File: src/rtl/sink_drv_pkg.sv
package sink_drv_pkg;
    localparam int CH_DEF = 8;

    typedef struct packed {
        logic blank_n;
        logic uv_flag;
        logic rst;
    } gate_ctl_t;

    function automatic logic gate_off(input gate_ctl_t g);
        return g.blank_n | g.uv_flag | g.rst;
    endfunction
endpackage

File: src/rtl/sink_shift_reg.sv
module sink_shift_reg #(
    parameter int N = 8
) (
    input  logic         clk,
    input  logic         rst,
    input  logic         sdi,
    input  logic         shift_en,
    output logic [N-1:0] sr_q,
    output logic [N-1:0] sr_nxt
);
    always_comb begin
        sr_nxt = sr_q;
        if (shift_en) sr_nxt = {sr_q[N-2:0], sdi};
    end

    always_ff @(posedge clk) begin
        if (rst) sr_q <= '0;
        else     sr_q <= sr_nxt;
    end

    AST_SHIFT_MOVE: assert property (@(posedge clk) disable iff (rst)
        shift_en |=> sr_q == {$past(sr_q[N-2:0]), $past(sdi)});
    AST_SHIFT_IDLE: assert property (@(posedge clk) disable iff (rst)
        !shift_en |=> $stable(sr_q));
endmodule

File: src/rtl/sink_hold_latch.sv
module sink_hold_latch #(
    parameter int N = 8
) (
    input  logic         clk,
    input  logic         rst,
    input  logic         hold_en,
    input  logic [N-1:0] sr_q,
    input  logic [N-1:0] sr_nxt,
    output logic [N-1:0] view
);
    logic [N-1:0] hold_q;

    always_ff @(posedge clk) begin
        if (rst)          hold_q <= '0;
        else if (hold_en) hold_q <= sr_nxt;
    end

    assign view = hold_en ? sr_q : hold_q;

    AST_HOLD_KEEP: assert property (@(posedge clk) disable iff (rst)
        !hold_en |=> $stable(hold_q));
endmodule

File: src/rtl/sink_out_gate.sv
module sink_out_gate
    import sink_drv_pkg::*;
#(
    parameter int N = 8
) (
    input  gate_ctl_t    ctl,
    input  logic [N-1:0] view,
    output logic [N-1:0] sink_on
);
    logic off;
    assign off = gate_off(ctl);

    for (genvar i = 0; i < N; i++) begin : g_ch
        assign sink_on[i] = view[i] & ~off;
    end
endmodule

File: src/rtl/sink_drv_core.sv
module sink_drv_core
    import sink_drv_pkg::*;
#(
    parameter int CH = CH_DEF
) (
    input  logic          clk,
    input  logic          rst,
    input  logic          sdi,
    input  logic          shift_en,
    input  logic          hold_en,
    input  logic          blank_n,
    input  logic          uv_flag,
    output logic          sdo,
    output logic [CH-1:0] sink_on
);
    localparam int MSB = CH - 1;

    logic [CH-1:0] sr_q, sr_nxt, view;
    gate_ctl_t     ctl;

    assign ctl = '{blank_n: blank_n, uv_flag: uv_flag, rst: rst};

    sink_shift_reg #(.N(CH)) u_sr (
        .clk(clk), .rst(rst), .sdi(sdi), .shift_en(shift_en),
        .sr_q(sr_q), .sr_nxt(sr_nxt)
    );

    sink_hold_latch #(.N(CH)) u_hold (
        .clk(clk), .rst(rst), .hold_en(hold_en),
        .sr_q(sr_q), .sr_nxt(sr_nxt), .view(view)
    );

    sink_out_gate #(.N(CH)) u_gate (
        .ctl(ctl), .view(view), .sink_on(sink_on)
    );

    assign sdo = sr_q[MSB];

    AST_SDO_STILL: assert property (@(posedge clk) disable iff (rst)
        !shift_en |=> $stable(sdo));
    AST_BLANK_OFF: assert property (@(posedge clk) disable iff (rst)
        blank_n |-> sink_on == '0);
    AST_UV_OFF: assert property (@(posedge clk) disable iff (rst)
        uv_flag |-> sink_on == '0);
    AST_TRANSPARENT: assert property (@(posedge clk) disable iff (rst)
        (hold_en && !blank_n && !uv_flag) |-> sink_on == sr_q);
endmodule

File: config.mk
export PLATFORM = sky130hd
export DESIGN_NAME = sink_drv_core
export DESIGN_NICKNAME = d
export VERILOG_FILES = /design/src/rtl/sink_drv_pkg.sv /design/src/rtl/sink_shift_reg.sv /design/src/rtl/sink_hold_latch.sv /design/src/rtl/sink_out_gate.sv /design/src/rtl/sink_drv_core.sv
export SDC_FILE = /design/constraint.sdc
export NUM_CORES = 1
export LEC_CHECK = 0
export BUFFER_PORTS_ARGS = -buffer_cell sky130_fd_sc_hd__buf_2
export CAP_MARGIN = 20
export CORE_UTILIZATION = 53
export DETAILED_ROUTE_END_ITERATION = 10
export PLACE_DENSITY = 0.79
export SLEW_MARGIN = 10
export SYNTH_ARGS = -nofsm -noshare
export SYNTH_HDL_FRONTEND = slang
export SYNTH_SLANG_ARGS = --single-unit
File: constraint.sdc
create_clock -name clk -period 2 [get_ports clk]
set_input_delay 0.2 -clock clk [delete_from_list [all_inputs] [get_ports clk]]
set_output_delay 0.2 -clock clk [all_outputs]
set_load 0.05 [all_outputs]
==> results of run 1 <==
[sequential cells by signal, indices dropped and copies added (netlist names)]
signal and cells:
u_hold.hold_q 8, u_sr.sr_q 8
[layout make-up]
| cell class | count | area (um2) | area share |
|---|---|---|---|
| Clock buffer | 3 | 22.5 | 0.0300 |
| Sequential cell | 16 | 320 | 0.426 |
| Multi-Input combinational cell | 49 | 317 | 0.421 |
| Tap cell | 14 | 17.5 | 0.0233 |
| Timing Repair Buffer | 15 | 75.1 | 0.0998 |
[layout by cell type (no fill, tap or decap)]
cell type and instances:
sky130_fd_sc_hd__mux2i_1 16, sky130_fd_sc_hd__dfxtp_1 16, sky130_fd_sc_hd__nor2_1 24, sky130_fd_sc_hd__or3_1 1, sky130_fd_sc_hd__buf_2 15, sky130_fd_sc_hd__a211oi_1 8, sky130_fd_sc_hd__clkbuf_4 3
[final timing paths]
check,from,endpoint,slack (ns),cells after the start
setup / recovery,rst,sink_on[1],0.49,4
hold / removal,sdi,u_sr.sr_q[0]$_SDFF_PP0_,0.21,3
setup reg to reg,u_sr.sr_q[1]$_SDFF_PP0_,u_hold.hold_q[2]$_SDFFE_PP0P_,1.20,2
hold reg to reg,u_hold.hold_q[0]$_SDFFE_PP0P_,u_hold.hold_q[0]$_SDFFE_PP0P_,0.49,2
[report_power, final]
group / total [mW] / switching [mW] / internal [mW]
combinational: 0.0550 / 0.0331 / 0.0219
sequential: 0.335 / 0.00596 / 0.329
clock: 0.156 / 0.0859 / 0.0697
total: 0.546 / 0.125 / 0.421
[kinds of logic after synthesis]
family / count (synthesis) / share of synthesized area
simple gates: 25 / 0.140
mux: 16 / 0.232
flops: 16 / 0.465
compound gates: 8 / 0.0871
buf+inv: 7 / 0.0762
[metrics by stage]
step	util	std cells
floorplan	-	72
finish	0.650	97
CTS	0.650	97
detailed placement	0.631	94
global placement	0.631	94
global route	0.650	97
[layer usage]
metal  vias to the layer above  part of all wire  wire length, um
met2                         9              0.46              488
met5                         -                 0                0
met3                         2             0.037               40
met4                         0            0.0075                8
li1                        268                 -                -
met1                       209              0.50              530
[critical path, cell delays in order]
cell,delay [ns]
sky130_fd_sc_hd__buf_2,0.19
sky130_fd_sc_hd__or3_1,0.47
sky130_fd_sc_hd__nor2_1,0.17
sky130_fd_sc_hd__buf_2,0.28
==> run metrics, run 1 <==
overall via count from detail_route 488; cell with the most instances after synthesis sky130_fd_sc_hd__nor2_1; gp weighted congestion ~0.71; ant diodes 0; setup repair after global routing missed its margin no; CTS Sinks 16; Max-slew headroom 0.680; wire length of the first global-routing pass between 1.5 and 2 mm; cts repair resizes 0; WP data required roughly 1.8 ns; number of I/O pins 16; area delta synth->final 9.07%; FFs w/ async S/R, synth 0; CTS Buf Count 3; clock network latency to the later pin of the worst-skew pair between 0.2 and 0.3 ns; min cycle time layout between 1.5 and 2 ns; FP Rows 12; starting density of the core 0.596; Overall Power between 500 and 600 uW; max-slew violation count 0; die height approximately 38 um; final hold violation count 0; PwrDens 726 nW/um2; Setup crit end kind primary output; post-DP HPWL 734 um; Setup TNS Final 0 ns; Placed Instance Area 729 um2; clock-pin slew on the worst setup and hold paths 0.08 ns; kind of start point of the critical path input port; Post-Synthesis Cell Area between 600 and 700 um2; Post-CTS Hold Fix Bufs 0; number of instances in the synthesized netlist between 70 and 80; CP Data Arrival Time 1.31 ns; violation count after the first detailed-routing iteration 7; flip-flop and latch count after synthesis 16; maximum vdd drop approximately 0.38 mV; number of input and output port buffers inserted 15; Detail Route Antenna Nets 0; area of the die roughly 1400 um2; GRT Overall Usage 0.181; final design area excluding fillers ~750 um2; Total Wirelength ~1.1 mm; CTS max path bufs 2; buffer type at the clock tree root sky130_fd_sc_hd__clkbuf_4; measured slew at the worst slew-check pin between 0.4 and 0.5 ns; post-synth top area cell sky130_fd_sc_hd__dfxtp_1; die width 38.1 um; average wire per standard cell between 10 and 15 um; Unique masters post-synth 9; number of antenna violations at the first check in global routing 0; number of fill cells 100; Most used DFF post-synth sky130_fd_sc_hd__dfxtp_1; number of global-route vias before repair approximately 430; path class of the lowest-slack min-delay path in -> reg; floorplan core area 1160 um2; final cycle utilization of the critical path 0.755; area fraction of the dominant cell type after synthesis 0.465; CP Max Fanout 17; number of enable flip-flop cells after synthesis 0; # Post-CTS Setup Buffers 0; pin count of the biggest net entering global routing 25; Synth Warn # 0; most instantiated cells after synthesis 24 x sky130_fd_sc_hd__nor2_1, 16 x sky130_fd_sc_hd__dfxtp_1, 16 x sky130_fd_sc_hd__mux2i_1; upper clock frequency limit 662 MHz; type of the setup path with the least slack in -> out; worst-case clock skew 0.00268 ns; routed via count divided by cell count slightly above 5; smallest hold slack approximately 0.21 ns; peak-usage layer in the global routing report met2; Static Leakage about 0.35 nW; H-tree Lvls 1; TritonCTS clock tree yes; met1 track demand over resource in global routing 0.207; synthesized netlist net count roughly 80; final worst-path setup slack approximately 0.5 ns; total number of nets in the final design 92; count of TritonRoute iterations in the first routing pass 4; count of final setup violators 0; max-capacitance violation count 0; status finished, final reports clean; Avg Cell Area, Syn around 9.6 um2; most area-consuming cells after synthesis sky130_fd_sc_hd__dfxtp_1 46%, sky130_fd_sc_hd__mux2i_1 23%, sky130_fd_sc_hd__nor2_1 13%, sky130_fd_sc_hd__a211oi_1 8.7%, sky130_fd_sc_hd__buf_6 3.3%; share of layout cells above drive strength 1 0.217; count of unresolved DRC violations after routing 0; met2 usage 0.284; sequential cell area fraction in the yosys report 0.465; Global Route met3 Usage 0.0523; post-place setup slack roughly 0.5 ns; leftover overflow at the end of global routing 0
No activity file was read; power rests on OpenSTA's default activity.
==> run 2: changes to the inputs <==
Settings changed: ABC_AREA set to 1, CORE_UTILIZATION 53 to 46, PLACE_DENSITY 0.79 to 0.71.
Clock period 2 ns to 1.3 ns, I/O delays scaled along.
==> run 2 against run 1 <==
Compared with the run above:
- the flow now finishes with violations (DRC)
- count of clock-buffer cells in the layout unchanged
- first-iteration DRC count increased by 29%
- core utilization decreased by 8.9 points
- wire length increased by 37%
- non-clock buffer count unchanged
- setup slack got worse by 0.45 ns
- die area increased by 31%
- synthesized area increased by 16%
- synthesized cell count increased by 49%
- combinational power increased by 33%
==> run metrics, run 2 <==
clock network latency to the later pin of the worst-skew pair between 0.2 and 0.3 ns; floorplan core area between 1500 and 2000 um2; die height 43.6 um; synthesized netlist net count about 110; starting density of the core 0.511; type of the setup path with the least slack reg -> out; die width about 44 um; power dissipated by switching net loads 210 uW; count of unresolved DRC violations after routing 1; H-tree Lvls 1; number of enable flip-flop cells after synthesis 0; post-place setup slack about 0.14 ns; Post-Layout Cell Count approximately 140; CP Data Arrival Time 1.13 ns; upper clock frequency limit 796 MHz; kind of start point of the critical path flop; internal power of the cells just over 600 uW; PwrDens 953 nW/um2; leftover overflow at the end of global routing 0; wire length of the first global-routing pass around 2.5 mm; min cycle time layout roughly 1.3 ns; number of global-route vias before repair roughly 620; overall via count from detail_route 708; setup slack on the worst flop-to-flop path approximately 0.58 ns; clock network power share 0.312; WP data required around 1.2 ns; largest registers u_hold.hold_q: 8 flops, u_sr.sr_q: 8 flops; Synth Warn # 0; Post-Synthesis Cell Area 797 um2; failing checks DRC; number of fill cells 159; Post-CTS Hold Fix Bufs 0; share of layout cells above drive strength 1 0.269; FFs w/ async S/R, synth 0; area delta synth->final 9.73%; Inst Count DP roughly 130; count of final setup violators 0; switching portion of total power 0.252; sequential cell area fraction in the yosys report 0.402; Max-slew headroom 0.763; area of the die between 1500 and 2000 um2; post-synth top area cell sky130_fd_sc_hd__dfxtp_1; setup repair after global routing missed its margin no; number of antenna violations at the first check in global routing 0; violation count after the first detailed-routing iteration 9; status complete, but fails checks; TritonCTS clock tree yes; max-slew violation count 0; ant diodes 0; CP Max Fanout 3; final worst-path setup slack 0.0439 ns; CTS Sinks 16; Detail Route Antenna Nets 0; final cycle utilization of the critical path 0.966; path class of the lowest-slack min-delay path in -> reg; Most used DFF post-synth sky130_fd_sc_hd__dfxtp_1; commonest non-fill, non-tap cells in the layout 44 x sky130_fd_sc_hd__nand2_1, 16 x sky130_fd_sc_hd__nand3_1, 14 x sky130_fd_sc_hd__dfxtp_1; gp weighted congestion approximately 0.74; buffer type at the clock tree root sky130_fd_sc_hd__clkbuf_4; maximum vdd drop 0.586 mV; final hold violation count 0; leading cell type in the layout, fill and taps excluded sky130_fd_sc_hd__nand2_1; total number of nets in the final design roughly 130; max-capacitance violation count 0; CTS max path bufs 2; worst-case clock skew 0.000552 ns; post-DP HPWL between 1 and 1.5 mm; area fraction of the dominant cell type after synthesis 0.402; Overall Power 833 uW; proportion of power drawn by combinational gates 0.088; average wire per standard cell between 10 and 15 um; most instantiated cells after synthesis 44 x sky130_fd_sc_hd__nand2_1, 16 x sky130_fd_sc_hd__dfxtp_1, 16 x sky130_fd_sc_hd__nand3_1; most area-consuming cells after synthesis sky130_fd_sc_hd__dfxtp_1 40%, sky130_fd_sc_hd__nand2_1 21%, sky130_fd_sc_hd__nand3_1 10%, sky130_fd_sc_hd__a21oi_1 8.8%, sky130_fd_sc_hd__buf_6 5.7%; Static Leakage about 0.4 nW; routed via count divided by cell count 5.24; number of I/O pins 16; GRT Overall Usage 0.177; Avg Cell Area, Syn 7.45 um2; CTS Buf Count 3; Setup crit end kind primary output; measured slew at the worst slew-check pin about 0.35 ns; flip-flop and latch count after synthesis 16; pin count of the biggest net entering global routing 18; Unique masters post-synth 12; number of instances in the synthesized netlist between 100 and 150; count of TritonRoute iterations in the first routing pass 7; Total Wirelength roughly 1.5 mm; final core occ 0.561; Setup TNS Final 0 ns; FP Rows 14; portion of total power attributed to sequential cells 0.600; cell with the most instances after synthesis sky130_fd_sc_hd__nand2_1; number of input and output port buffers inserted 15; clock-pin slew on the worst setup and hold paths 0.09 ns
[run 2: repair_timing]
item | in CTS | in global routing
gates resized for setup | 1 | 13
setup endpoints to repair | 1 | 7
buffers inserted | 0 | 0
[run 2: critical path, stage by stage (launching register included)]
cell	delay [ns]
sky130_fd_sc_hd__dfxtp_1	0.37
sky130_fd_sc_hd__nand2_2	0.07
sky130_fd_sc_hd__a21oi_2	0.14
sky130_fd_sc_hd__buf_2	0.27
[run 2: metrics by stage]
stage / cell area [um2] / hold slack, ns
floorplan: 808 / 0.299
global placement: 828 / 0.408
detailed placement: 828 / 0.418
CTS: 853 / 0.110
global route: 875 / 0.124
finish: 875 / 0.110
[run 2: worst paths after layout]
kind / start / endpoint / cells after the start
setup / recovery: u_sr.sr_q[3]$_SDFF_PP0_ / sink_on[3] / 3
hold / removal: sdi / u_sr.sr_q[0]$_SDFF_PP0_ / 3
setup reg to reg: u_sr.sr_q[4]$_SDFF_PP0_ / u_hold.hold_q[5]$_SDFFE_PP0P_ / 4
hold reg to reg: u_hold.hold_q[1]$_SDFFE_PP0P_ / u_hold.hold_q[1]$_SDFFE_PP0P_ / 2
[run 2: routing by layer]
metal  part of all wire  vias to the layer above  global-route usage
li1                   -                      371                   -
met1               0.44                      315               0.218
met2               0.50                       17               0.290
met3              0.040                        5              0.0250
met4              0.025                        0               0.113
met5                  0                        -                   0
[run 2: cells by family after synthesis]
family	Yosys count	synth area share
simple gates	66	0.358
flops	16	0.402
compound gates	16	0.110
buf+inv	9	0.130
[run 2: cell type report]
type                    count  area (um2)  share of cell area
repair buffers             15        92.6               0.106
clock buffers               3        22.5              0.0258
multi-input cells          82         388               0.443
well taps                  16        20.0              0.0229
inverters                   3        28.8              0.0329
flip-flops and latches     16         323               0.369
[run 2: power by group through the flow]
stage          clock network [mW]  registers, mW  logic, mW
2_1_floorplan                   0          0.511     0.0766
3_3_place_gp                    0          0.512     0.0728
3_5_place_dp                    0          0.512     0.0736
4_1_cts                     0.266          0.500     0.0737
5_1_grt                     0.281          0.501     0.0818
6_report                    0.260          0.500     0.0730
